### config.mk
export PLATFORM = sky130hd
export DESIGN_NAME = dma2d_addr_gen
export DESIGN_NICKNAME = d
export VERILOG_FILES = /design/src/rtl/dma2d_pkg.sv /design/src/rtl/dma2d_regs.sv /design/src/rtl/dma2d_walker.sv /design/src/rtl/dma2d_irq.sv /design/src/rtl/dma2d_addr_gen.sv
export SDC_FILE = /design/constraint.sdc
export NUM_CORES = 1
export LEC_CHECK = 0
export BUFFER_PORTS_ARGS = -buffer_cell sky130_fd_sc_hd__buf_2
export CAP_MARGIN = 20
export CORE_ASPECT_RATIO = 1.1
export CORE_MARGIN = 8
export CORE_UTILIZATION = 65
export CTS_BUF_LIST = sky130_fd_sc_hd__clkbuf_4
export DETAILED_ROUTE_END_ITERATION = 8
export GPL_TIMING_DRIVEN = 0
export PLACE_DENSITY = 0.87
export SETUP_SLACK_MARGIN = 0.1
export SYNTH_ARGS = -nofsm -noshare
export SYNTH_HDL_FRONTEND = slang
export SYNTH_SLANG_ARGS = --single-unit
### constraint.sdc
create_clock -name clk -period 7.2 [get_ports clk]
set_input_delay 0.72 -clock clk [delete_from_list [all_inputs] [get_ports clk]]
set_output_delay 0.72 -clock clk [all_outputs]
set_load 0.1 [all_outputs]
### src/rtl/dma2d_pkg.sv
`timescale 1ns/1ps
package dma2d_pkg;
  localparam int RUN_LO_BIT = 0;
  localparam int RUN_HI_BIT = 16;
  localparam int BURST_BIT  = 4;
  localparam int DIR_BIT    = 5;
  localparam int NST        = 2;   // status bits
  localparam int ST_FIN     = 0;
  localparam int ST_RING    = 1;

  typedef enum logic [3:0] {
    SEL_ADDR  = 4'd0,
    SEL_LLEN  = 4'd1,
    SEL_LCNT  = 4'd2,
    SEL_STRD  = 4'd3,
    SEL_CTRL  = 4'd4,
    SEL_RUN   = 4'd5,
    SEL_STAT  = 4'd6,
    SEL_IEN   = 4'd7,
    SEL_IENC  = 4'd8,
    SEL_ABORT = 4'd9
  } sel_e;
endpackage

### src/rtl/dma2d_regs.sv
`timescale 1ns/1ps
module dma2d_regs
  import dma2d_pkg::*;
#(
  parameter int AW = 30,
  parameter int LW = 16
) (
  input  logic           clk,
  input  logic           rst_n,
  input  logic           wr,
  input  logic [3:0]     sel,
  input  logic [31:0]    wdata,
  output logic [LW-1:0]  llen,
  output logic [LW-1:0]  lcnt,
  output logic [LW-1:0]  strd,
  output logic           burst,
  output logic           dir,
  output logic           run_lo,
  output logic           run_hi,
  output logic [NST-1:0] ien,
  output logic           ld,
  output logic           go,
  output logic           abort,
  output logic [NST-1:0] st_clr,
  output logic [AW-1:0]  ld_addr
);
  logic [LW-1:0]  llen_n, lcnt_n, strd_n;
  logic           burst_n, dir_n, run_lo_n, run_hi_n;
  logic [NST-1:0] ien_n;
  logic           upd;
  logic           unused_wdata;

  assign unused_wdata = ^wdata;
  assign upd     = wr;
  assign ld      = wr && (sel == SEL_ADDR);
  assign go      = run_lo && run_hi;
  assign abort   = wr && (sel == SEL_ABORT);
  assign st_clr  = (wr && sel == SEL_STAT) ? wdata[NST-1:0] : '0;
  assign ld_addr = wdata[AW-1:0];

  always_comb begin
    llen_n   = llen;
    lcnt_n   = lcnt;
    strd_n   = strd;
    burst_n  = burst;
    dir_n    = dir;
    run_lo_n = run_lo;
    run_hi_n = run_hi;
    ien_n    = ien;
    case (sel)
      SEL_LLEN: llen_n = wdata[LW-1:0];
      SEL_LCNT: lcnt_n = wdata[LW-1:0];
      SEL_STRD: strd_n = wdata[LW-1:0];
      SEL_CTRL: begin
        burst_n = wdata[BURST_BIT];
        dir_n   = wdata[DIR_BIT];
      end
      SEL_RUN: begin
        run_lo_n = wdata[RUN_LO_BIT];
        run_hi_n = wdata[RUN_HI_BIT];
      end
      SEL_IEN:  ien_n = wdata[NST-1:0];
      SEL_IENC: ien_n = ien & ~wdata[NST-1:0];
      default: ;
    endcase
  end

  always_ff @(posedge clk or negedge rst_n) begin
    if (!rst_n) begin
      llen   <= '0;
      lcnt   <= '0;
      strd   <= '0;
      burst  <= 1'b0;
      dir    <= 1'b0;
      run_lo <= 1'b0;
      run_hi <= 1'b0;
      ien    <= '0;
    end else if (upd) begin
      llen   <= llen_n;
      lcnt   <= lcnt_n;
      strd   <= strd_n;
      burst  <= burst_n;
      dir    <= dir_n;
      run_lo <= run_lo_n;
      run_hi <= run_hi_n;
      ien    <= ien_n;
    end
  end
endmodule

### src/rtl/dma2d_walker.sv
`timescale 1ns/1ps
module dma2d_walker #(
  parameter int AW = 30,
  parameter int LW = 16
) (
  input  logic          clk,
  input  logic          rst_n,
  input  logic [LW-1:0] llen,
  input  logic [LW-1:0] lcnt,
  input  logic [LW-1:0] strd,
  input  logic          go,
  input  logic          ld,
  input  logic          abort,
  input  logic [AW-1:0] ld_addr,
  input  logic          advance,
  output logic          req_valid,
  output logic [AW-1:0] cur,
  output logic          fin_evt,
  output logic          ring_evt
);
  localparam int CW = 2*LW + 1;

  logic          act, act_n;
  logic [AW-1:0] cur_n, base, base_n, ls, ls_n;
  logic [LW-1:0] xc, xc_n, yc, yc_n;
  logic [CW-1:0] ofs, ofs_n, ofs_inc, area, half;
  logic          ring, step, upd;

  assign ring      = (llen == '0);
  assign area      = CW'(strd) * (CW'(lcnt) + CW'(1));
  assign half      = area >> 1;
  assign req_valid = act && go;
  assign step      = req_valid && advance;
  assign ofs_inc   = ofs + CW'(1);
  assign upd       = ld || abort || step;

  always_comb begin
    act_n    = act;
    cur_n    = cur;
    base_n   = base;
    ls_n     = ls;
    xc_n     = xc;
    yc_n     = yc;
    ofs_n    = ofs;
    fin_evt  = 1'b0;
    ring_evt = 1'b0;
    if (abort) begin
      act_n = 1'b0;
    end else if (ld) begin
      act_n  = go;
      cur_n  = ld_addr;
      base_n = ld_addr;
      ls_n   = ld_addr;
      xc_n   = '0;
      yc_n   = '0;
      ofs_n  = '0;
    end else if (step) begin
      if (ring) begin
        if (ofs_inc == half) ring_evt = 1'b1;
        if (ofs_inc >= area) begin
          ring_evt = 1'b1;
          ofs_n    = '0;
          cur_n    = base;
        end else begin
          ofs_n = ofs_inc;
          cur_n = cur + AW'(1);
        end
      end else if (xc == llen - LW'(1)) begin
        if (yc == lcnt) begin
          act_n   = 1'b0;
          fin_evt = 1'b1;
        end else begin
          yc_n  = yc + LW'(1);
          xc_n  = '0;
          ls_n  = ls + AW'(strd);
          cur_n = ls + AW'(strd);
        end
      end else begin
        xc_n  = xc + LW'(1);
        cur_n = cur + AW'(1);
      end
    end
  end

  always_ff @(posedge clk or negedge rst_n) begin
    if (!rst_n) begin
      act  <= 1'b0;
      cur  <= '0;
      base <= '0;
      ls   <= '0;
      xc   <= '0;
      yc   <= '0;
      ofs  <= '0;
    end else if (upd) begin
      act  <= act_n;
      cur  <= cur_n;
      base <= base_n;
      ls   <= ls_n;
      xc   <= xc_n;
      yc   <= yc_n;
      ofs  <= ofs_n;
    end
  end
endmodule

### src/rtl/dma2d_irq.sv
`timescale 1ns/1ps
module dma2d_irq
  import dma2d_pkg::*;
(
  input  logic           clk,
  input  logic           rst_n,
  input  logic [NST-1:0] st_set,
  input  logic [NST-1:0] st_clr,
  input  logic [NST-1:0] ien,
  output logic [NST-1:0] status,
  output logic           irq
);
  logic [NST-1:0] status_n;
  logic           upd;

  assign upd      = |st_set || |st_clr;
  assign status_n = (status & ~st_clr) | st_set;
  assign irq      = |(status & ien);

  always_ff @(posedge clk or negedge rst_n) begin
    if (!rst_n)   status <= '0;
    else if (upd) status <= status_n;
  end
endmodule

### src/rtl/dma2d_addr_gen.sv
`timescale 1ns/1ps
module dma2d_addr_gen
  import dma2d_pkg::*;
#(
  parameter int AW = 30,
  parameter int LW = 16
) (
  input  logic          clk,
  input  logic          rst_n,
  input  logic          reg_wr,
  input  logic [3:0]    reg_sel,
  input  logic [31:0]   reg_wdata,
  output logic [31:0]   reg_rdata,
  output logic          req_valid,
  output logic [AW-1:0] req_addr,
  input  logic          req_advance,
  output logic          req_burst,
  output logic          req_dir,
  output logic          irq
);
  logic           rs_q1, rs_q2;
  logic [LW-1:0]  llen, lcnt, strd;
  logic           run_lo, run_hi, go, ld, abort;
  logic [NST-1:0] ien, st_clr, status;
  logic [AW-1:0]  ld_addr;
  logic           fin_evt, ring_evt;

  always_ff @(posedge clk or negedge rst_n) begin
    if (!rst_n) begin
      rs_q1 <= 1'b0;
      rs_q2 <= 1'b0;
    end else begin
      rs_q1 <= 1'b1;
      rs_q2 <= rs_q1;
    end
  end

  dma2d_regs #(.AW(AW), .LW(LW)) u_regs (
    .clk(clk), .rst_n(rs_q2), .wr(reg_wr), .sel(reg_sel), .wdata(reg_wdata),
    .llen(llen), .lcnt(lcnt), .strd(strd), .burst(req_burst), .dir(req_dir),
    .run_lo(run_lo), .run_hi(run_hi), .ien(ien), .ld(ld), .go(go),
    .abort(abort), .st_clr(st_clr), .ld_addr(ld_addr)
  );

  dma2d_walker #(.AW(AW), .LW(LW)) u_walk (
    .clk(clk), .rst_n(rs_q2), .llen(llen), .lcnt(lcnt), .strd(strd),
    .go(go), .ld(ld), .abort(abort), .ld_addr(ld_addr),
    .advance(req_advance), .req_valid(req_valid), .cur(req_addr),
    .fin_evt(fin_evt), .ring_evt(ring_evt)
  );

  dma2d_irq u_irq (
    .clk(clk), .rst_n(rs_q2), .st_set({ring_evt, fin_evt}),
    .st_clr(st_clr), .ien(ien), .status(status), .irq(irq)
  );

  always_comb begin
    reg_rdata = '0;
    case (reg_sel)
      SEL_ADDR: reg_rdata = 32'(req_addr);
      SEL_LLEN: reg_rdata = 32'(llen);
      SEL_LCNT: reg_rdata = 32'(lcnt);
      SEL_STRD: reg_rdata = 32'(strd);
      SEL_CTRL: begin
        reg_rdata[BURST_BIT] = req_burst;
        reg_rdata[DIR_BIT]   = req_dir;
      end
      SEL_RUN: begin
        reg_rdata[RUN_LO_BIT] = run_lo;
        reg_rdata[RUN_HI_BIT] = run_hi;
      end
      SEL_STAT: reg_rdata = 32'(status);
      SEL_IEN:  reg_rdata = 32'(ien);
      default: ;
    endcase
  end
endmodule

==> metrics, run 1 <==
Critical Path Start u_regs.lcnt[1]$_DFFE_PN0P_; WP data required 7.84 ns; Num CTS Buffers 57; slowest stage delay, CP roughly 0.56 ns; Ys Warns 0; fin crit period just over 9 ns; GRT Util Overall 38.02%; period utilization 127.8%; final setup fails 64; Async S/R FF share, synth 100.0%; RSZ-0062 raised after global routing true; Yosys reg bits between 200 and 250; die area approximately 43000 um2; first-pass GRT wire length about 130000 um; slowest CP cell fa_1; GRT overflow 0; Slew Limit Headroom between 20 and 30%; floorplan core area 36850 um2; DP Worst Slack -3.174 ns; later-pin clock latency in the skew report between 0.7 and 0.8 ns; die height approximately 220 um; DR WL/cell ~23 um; Nets 3448; post-route setup slack -2.002 ns; Yosys cell types 84; TritonCTS clock tree done; initial antenna violation count 2; Worst Hold Launch reg_wdata[28]; clock skew ~0.063 ns; Post-synth EDFFs 0; Bufs on Longest Clock Path 3; most used cell, CP fa_1; mean area per synthesized cell about 8.6 um2; Iter 0 DRT Violations between 2000 and 3000; critical path data arrival time between 9 and 10 ns; ys flop type dfrtp_1; most frequent cells in the layout nand2_1, inv_1, dfrtp_1, fa_1, ha_1; vias around 23000; Max Fclk about 110 MHz; reg-to-reg critical path endpoint u_walk.ofs[9]$_DFFE_PN0P_; clk root buf clkbuf_4; number of global-route vias before repair approximately 24000; post-layout util between 70% and 80%; dpl cell area 25700 um2; commonest non-fill, non-tap cell in the layout nand2_1; router iterations before antenna repair 9; worst r2r src u_regs.lcnt[1]$_DFFE_PN0P_; register area share after synthesis between 20 and 25%; io pins about 110; Startpoint Class flop; die width ~200 um; htree depth 2; run status finished with violations; row count 74; synthesis-to-finish area growth 17.45%; mapped cell area between 20000 and 25000 um2; worst-margin pin slew around 1.1 ns; pin count of the biggest net entering global routing 70; Routed WL between 80000 and 90000 um; Final Hold Viols 0; Crit. End Element flop; RePlAce Congestion between 1 and 1.5; port bufs 100; DRT antenna net count 0; max-slew violations 0; reg2reg path depth 39; crit path to u_walk.ofs[9]$_DFFE_PN0P_; DRC viols 1; Crit Path Class flop to flop; CP max FO 6; final instance area 28250 um2; Num Clock Sinks 214; Worst-path clk slew 0.08 ns; Hold Path Class input port to flop; initial core utilization between 60% and 70%; max_cap viols 0; DR vias/cell roughly 6.5; layout cell share with drive strength beyond 1 between 15 and 20%; Reg2Reg Setup Slack -2.00 ns; Syn Inst Count ~2800; failing checks design-rule violations, negative setup slack; DPL Wire Length 60750 um
==> layer usage <==
layer  track usage [%]  share of wire (%)  vias to the layer above
met5                 0              0.016                        -
met4             25.69                8.0                        2
met3             7.686                9.6                      458
met2             62.20                 47                     1505
li1                  -                  -                     9897
met1             44.79                 36                    11257
==> flip-flops by register name (all words and copies together), names as in the netlist, 2 cells and up <==
name / cells
u_walk.base: 30
u_walk.ls: 30
u_regs.llen: 16
u_irq.status: 2
u_regs.ien: 2
u_walk.yc: 16
u_walk.cur: 30
u_walk.xc: 16
u_regs.lcnt: 16
u_regs.strd: 16
u_walk.ofs: 33
==> worst min-delay path by stage <==
stage                                             end  cells past startpoint
after detailed placement  u_walk.base[23]$_DFFE_PN0P_                      0
after global placement                rs_q2$_DFF_PN0_                      0
final                     u_walk.base[28]$_DFFE_PN0P_                      3
after global routing      u_walk.base[27]$_DFFE_PN0P_                      3
after CTS                 u_walk.base[27]$_DFFE_PN0P_                      3
after floorplan                       rs_q2$_DFF_PN0_                      0
==> cell usage after synthesis, types with 16 or more instances <==
| cell | count | area share, % |
|---|---|---|
| mux2_2 | 56 | 2.6 |
| a211oi_1 | 16 | 0.50 |
| xor2_1 | 64 | 2.3 |
| a22oi_1 | 28 | 0.87 |
| a21o_1 | 32 | 1.0 |
| and3_1 | 35 | 0.91 |
| nand2_1 | 406 | 6.3 |
| fa_1 | 209 | 17 |
| nand4_1 | 47 | 1.2 |
| o31ai_1 | 16 | 0.50 |
| o211ai_1 | 19 | 0.59 |
| dfrtp_1 | 214 | 22 |
| nor2b_1 | 24 | 0.62 |
| nor3_1 | 38 | 0.79 |
| mux2i_1 | 34 | 1.4 |
| o21ai_0 | 142 | 3.0 |
| a21oi_1 | 106 | 2.2 |
| nand2b_1 | 16 | 0.42 |
| inv_1 | 297 | 4.6 |
| clkbuf_1 | 118 | 1.8 |
| a31oi_1 | 24 | 0.62 |
| and2_1 | 128 | 3.3 |
| nand3_1 | 63 | 1.3 |
| nor2_1 | 151 | 2.4 |
| xnor2_1 | 137 | 5.0 |
| ha_1 | 161 | 8.4 |
==> repair_timing <==
action | CTS | global route
endpoints found under the hold margin | 2 | 0
buffers inserted | 61 | 19
hold buffers | 1 | 0
pin swaps | 102 | 45
setup endpoints to repair | 64 | 64
resized for setup | 205 | 72
cloned | 3 | 0
==> layout make-up <==
class / instances / area (um2)
Tap cell: 494 / 618.1
Timing Repair Buffer: 186 / 1431
Fill cell: 2569 / 8601
Clock inverter: 22 / 92.59
Inverter: 298 / 1119
Antenna cell: 1 / 2.502
Sequential cell: 214 / 5368
Clock buffer: 84 / 630.6
Buffer: 134 / 837.1
Multi-Input combinational cell: 2147 / 18150
==> critical path, delay by kind of cell (launching register included) <==
kind / cells / cell delay, ns
buffers and inverters: 10 / 1.17
and+or+nand+nor: 14 / 2.33
DFF: 1 / 0.43
xor gates and xnor gates: 2 / 0.44
adders and majority gates: 8 / 3.55
AOI/OAI and AO/OA: 5 / 1.18
==> logic make-up (layout without fill, tap and decap cells) <==
| group | Yosys count | in the layout | synth area share, % |
|---|---|---|---|
| and+or+nand+nor | 989 | 989 | 20.03 |
| muxes | 90 | 90 | 4.037 |
| DFF | 214 | 214 | 22.26 |
| adders and majority gates | 370 | 370 | 25.77 |
| buffers and inverters | 442 | 724 | 7.059 |
| other | 2 | 4 | 0.03122 |
| xor gates and xnor gates | 206 | 206 | 7.792 |
| AOI/OAI and AO/OA | 489 | 489 | 13.02 |
==> metrics by stage <==
stage                     instances  TNS (ns)  hold slack [ns]
after floorplan                2803    -58.26           0.3312
after global placement         3397   -555.25           0.3374
after detailed placement       3400   -189.71           0.2284
after CTS                      3565   -100.58           0.1919
after global routing           3580   -138.28           0.1845
final                          3580   -120.74           0.1821
Power of run 1 is not shown: default switching activity piles up to over one toggle a cycle in this logic, so the estimate is an artifact.
==> run 2, diff against run 1 <==
--- a/config.mk
+++ b/config.mk
@@ -5,6 +5,7 @@
 export SDC_FILE = /design/constraint.sdc
 export NUM_CORES = 1
 export LEC_CHECK = 0
+export ABC_AREA = 1
 export BUFFER_PORTS_ARGS = -buffer_cell sky130_fd_sc_hd__buf_2
 export CAP_MARGIN = 20
 export CORE_ASPECT_RATIO = 1.1
@@ -13,8 +14,9 @@
 export CTS_BUF_LIST = sky130_fd_sc_hd__clkbuf_4
 export DETAILED_ROUTE_END_ITERATION = 8
 export GPL_TIMING_DRIVEN = 0
-export PLACE_DENSITY = 0.87
+export PLACE_DENSITY = 0.86
 export SETUP_SLACK_MARGIN = 0.1
 export SYNTH_ARGS = -nofsm -noshare
 export SYNTH_HDL_FRONTEND = slang
 export SYNTH_SLANG_ARGS = --single-unit
+export TNS_END_PERCENT = 5
==> constraint.sdc (replaced) <==
create_clock -name clk -period 7.2 [get_ports clk]
set_input_delay 1.44 -clock clk [delete_from_list [all_inputs] [get_ports clk]]
set_output_delay 1.44 -clock clk [all_outputs]
set_load 0.1 [all_outputs]
==> run 2 against run 1 <==
- the run ends with negative setup slack left
- sequential share of layout area decreased by 1.0 points
- critical path depth grew 12
- worst setup slack better by 0.16 ns
- highest routed layer is now met4
- area after synthesis increased by 7.4%
- via count is 18% higher
==> metrics, run 2 <==
run status finished with violations (unchanged); failing checks negative setup slack (was design-rule violations, negative setup slack); DP Worst Slack -2.995 ns (was -3.174 ns); Bufs on Longest Clock Path 3 (unchanged); met2 Use GR 57.60% (was 62.20%); layout cell share with drive strength beyond 1 13.90% (was 18.57%); initial core utilization 65.97% (was 65.27%); Final Hold Viols 0 (unchanged); area share of the largest cell type after synthesis 20.72% (was 22.26%); DR WL/cell 19.45 um (was 23.19 um); Max Fclk 110.7 MHz (was 108.7 MHz); mapped cell area 25840 um2 (was 24050 um2); io pins 106 (unchanged); max_cap viols 0 (unchanged); Post-synth top cells nand2_1, inv_1, nor2_1 (was nand2_1, inv_1, dfrtp_1); die height 225.1 um (was 217.8 um); clock skew 0.05357 ns (was 0.06315 ns); Post-synth EDFFs 0 (unchanged); Nets 4471 (was 3448); Iter 0 DRT Violations 3252 (was 2522); Compound-Gate Fraction of Synth Area 7.833% (was 13.01%); Reg2Reg Setup Slack -1.84 ns (was -2.00 ns); mean area per synthesized cell 6.796 um2 (was 8.584 um2); ys flop type dfrtp_1 (unchanged); TritonCTS clock tree done (unchanged); simple-gate portion of the synthesized area 30.80% (was 20.03%); reg-to-reg critical path endpoint u_walk.cur[23]$_DFFE_PN0P_ (was u_walk.ofs[9]$_DFFE_PN0P_); Adder-Cell Fraction of Synth Area 23.98% (was 25.77%); Crit Path Class flop to flop (unchanged); WP data required 7.87 ns (was 7.84 ns); DRC viols 0 (was 1); final hold slack 0.3078 ns (was 0.1821 ns); router iterations before antenna repair 9 (unchanged); reg2reg path depth 51 (was 39); max-slew violations 0 (unchanged); Crit. End Element flop (unchanged); most frequent cells in the layout nand2_1, inv_1, nor2_1, nand3_1, dfrtp_1 (was nand2_1, inv_1, dfrtp_1, fa_1, ha_1); Ys Warns 0 (unchanged); most common cell in the netlist nand2_1 (unchanged); slowest CP cell fa_1 (unchanged); RePlAce Congestion 1.035 (was 1.014); most used cell, CP nand2_1 (was fa_1); Routed WL 89690 um (was 83020 um); htree depth 2 (unchanged); Hold Path Class flop to async pin (was input port to flop); later-pin clock latency in the skew report 0.79 ns (about the same); CP max FO 5 (was 6); Slew Limit Headroom 36.32% (was 28.60%); Yosys reg bits 214 (unchanged); first-pass GRT wire length 138500 um (was 128100 um); Synth area leader dfrtp_1 (unchanged); Setup TNS -111.02 ns (was -120.74 ns); pin count of the biggest net entering global routing 68 (was 70); port bufs 101 (was 100); final setup fails 64 (unchanged); largest family of logic cells by synthesized area simple AND/OR/NAND/NOR gates (was adder cells); row count 76 (was 74); clk root buf clkbuf_4 (unchanged); Async S/R FF share, synth 100.0% (unchanged); floorplan core area 39180 um2 (was 36850 um2); die area 46400 um2 (was 43420 um2); DR vias/cell 5.936 (was 6.458); vias 27376 (was 23119); slowest stage delay, CP 0.60 ns (was 0.56 ns); Num Clock Sinks 214 (unchanged); RSZ-0062 raised after global routing true (unchanged); Startpoint Class flop (unchanged); GRT Util Overall 37.97% (was 38.02%); number of flip-flops in the largest register 33 (unchanged); DPL Wire Length 67620 um (was 60750 um); fin crit period 9.037 ns (was 9.202 ns); grt met3 use 9.245% (was 7.686%); period utilization 125.5% (was 127.8%); Worst-path clk slew 0.07 ns (was 0.08 ns); critical path data arrival time 9.70 ns (was 9.85 ns); DRT antenna net count 0 (unchanged); Num CTS Buffers 59 (was 57); worst r2r src u_regs.lcnt[0]$_DFFE_PN0P_ (was u_regs.lcnt[1]$_DFFE_PN0P_); register area share after synthesis 20.72% (was 22.26%); worst-margin pin slew 0.9552 ns (was 1.062 ns); Area contributors post-synth dfrtp_1, nand2_1, fa_1, inv_1, ha_1 (was dfrtp_1, fa_1, ha_1, nand2_1, xnor2_1); GRT overflow 0 (unchanged); GR Util met1 49.02% (was 44.79%); multiplexer area fraction after synthesis 0% (was 4.037%); commonest non-fill, non-tap cell in the layout nand2_1 (unchanged); grt peak-use layer met2 (unchanged); Critical Path Start u_regs.lcnt[0]$_DFFE_PN0P_ (was u_regs.lcnt[1]$_DFFE_PN0P_); XOR/XNOR Fraction of Synth Area 4.440% (was 7.792%); largest reg by FF count u_walk.ofs (unchanged); Syn Inst Count 3803 (was 2802); synthesis-to-finish area growth 15.37% (was 17.45%); initial antenna violation count 3 (was 2); post-route setup slack -1.837 ns (was -2.002 ns); number of global-route vias before repair 26307 (was 23739); die width 206.1 um (was 199.4 um); Yosys cell types 56 (was 84)
-- run 2: cell count changes in the layout (fill, tap and decap cells not counted), moves of 55 or more --
cell     previous run  this run
o21ai_0            90       165
and2_1            126         1
nand2_2             9        64
nand2_1           391      1063
inv_1             285       655
nor2_1            145       341
xnor2_1           126        23
nand3_1            58       228
-- run 2: through the flow --
stage | util, % | std cells | cell area, um2
after floorplan | - | 3804 | 26120
after detailed placement | 69.80 | 4415 | 27350
after global routing | 76.10 | 4611 | 29810
after global placement | 69.58 | 4412 | 27260
final | 76.11 | 4612 | 29820
after CTS | 75.10 | 4592 | 29420
-- run 2: cells by family after synthesis --
family,Yosys count
adders and majority gates,370
DFF,214
and+or+nand+nor,1908
buffers and inverters,812
AOI/OAI and AO/OA,366
other,2
xor gates and xnor gates,131
-- run 2: worst max-delay path by stage --
stage | slack [ns] | cells after the start | endpoint
2_1_floorplan | -0.81 | 50 | u_walk.cur[15]$_DFFE_PN0P_
3_3_place_gp | -2.96 | 42 | u_walk.ofs[21]$_DFFE_PN0P_
3_5_place_dp | -3.00 | 42 | u_walk.ofs[16]$_DFFE_PN0P_
4_1_cts | -1.27 | 50 | u_walk.cur[23]$_DFFE_PN0P_
5_1_grt | -2.12 | 51 | u_walk.cur[20]$_DFFE_PN0P_
6_report | -1.84 | 51 | u_walk.cur[23]$_DFFE_PN0P_
-- run 2: routing by layer --
layer  vias to the layer above  wire length, um
li1                      12360                -
met2                      1785            39240
met3                       445            10180
met4                         0             6493
met5                         -                0
met1                     12786            33780
-- run 2: layout make-up --
cell class	count	area, um2
buffer	109	623.1
clock buffer	84	630.6
tap	507	634.4
timing repair buffer	196	1393
inverter	703	2708
fill	3060	9361
multi-input combinational	2778	18390
clock inverter	17	68.82
sequential	214	5361
antenna	4	10.01
-- run 2: critical path: cells and delay by family (launching register included) --
family,cells,cell delay (ns)
AO/OA/AOI/OAI,2,0.15
AND/OR/NAND/NOR,27,3.34
flip-flops,1,0.38
adder cells (fa/ha/maj),9,3.80
buffers and inverters,13,1.21
-- run 2: timing repair --
action                     CTS  global route
pin swaps                  128            35
setup endpoints to repair   64            64
hold buffers                 0             0
gates cloned                 2             0
setup buffers               75            16
gates resized for setup    207            60
Power of run 2 is left out for the same reason.
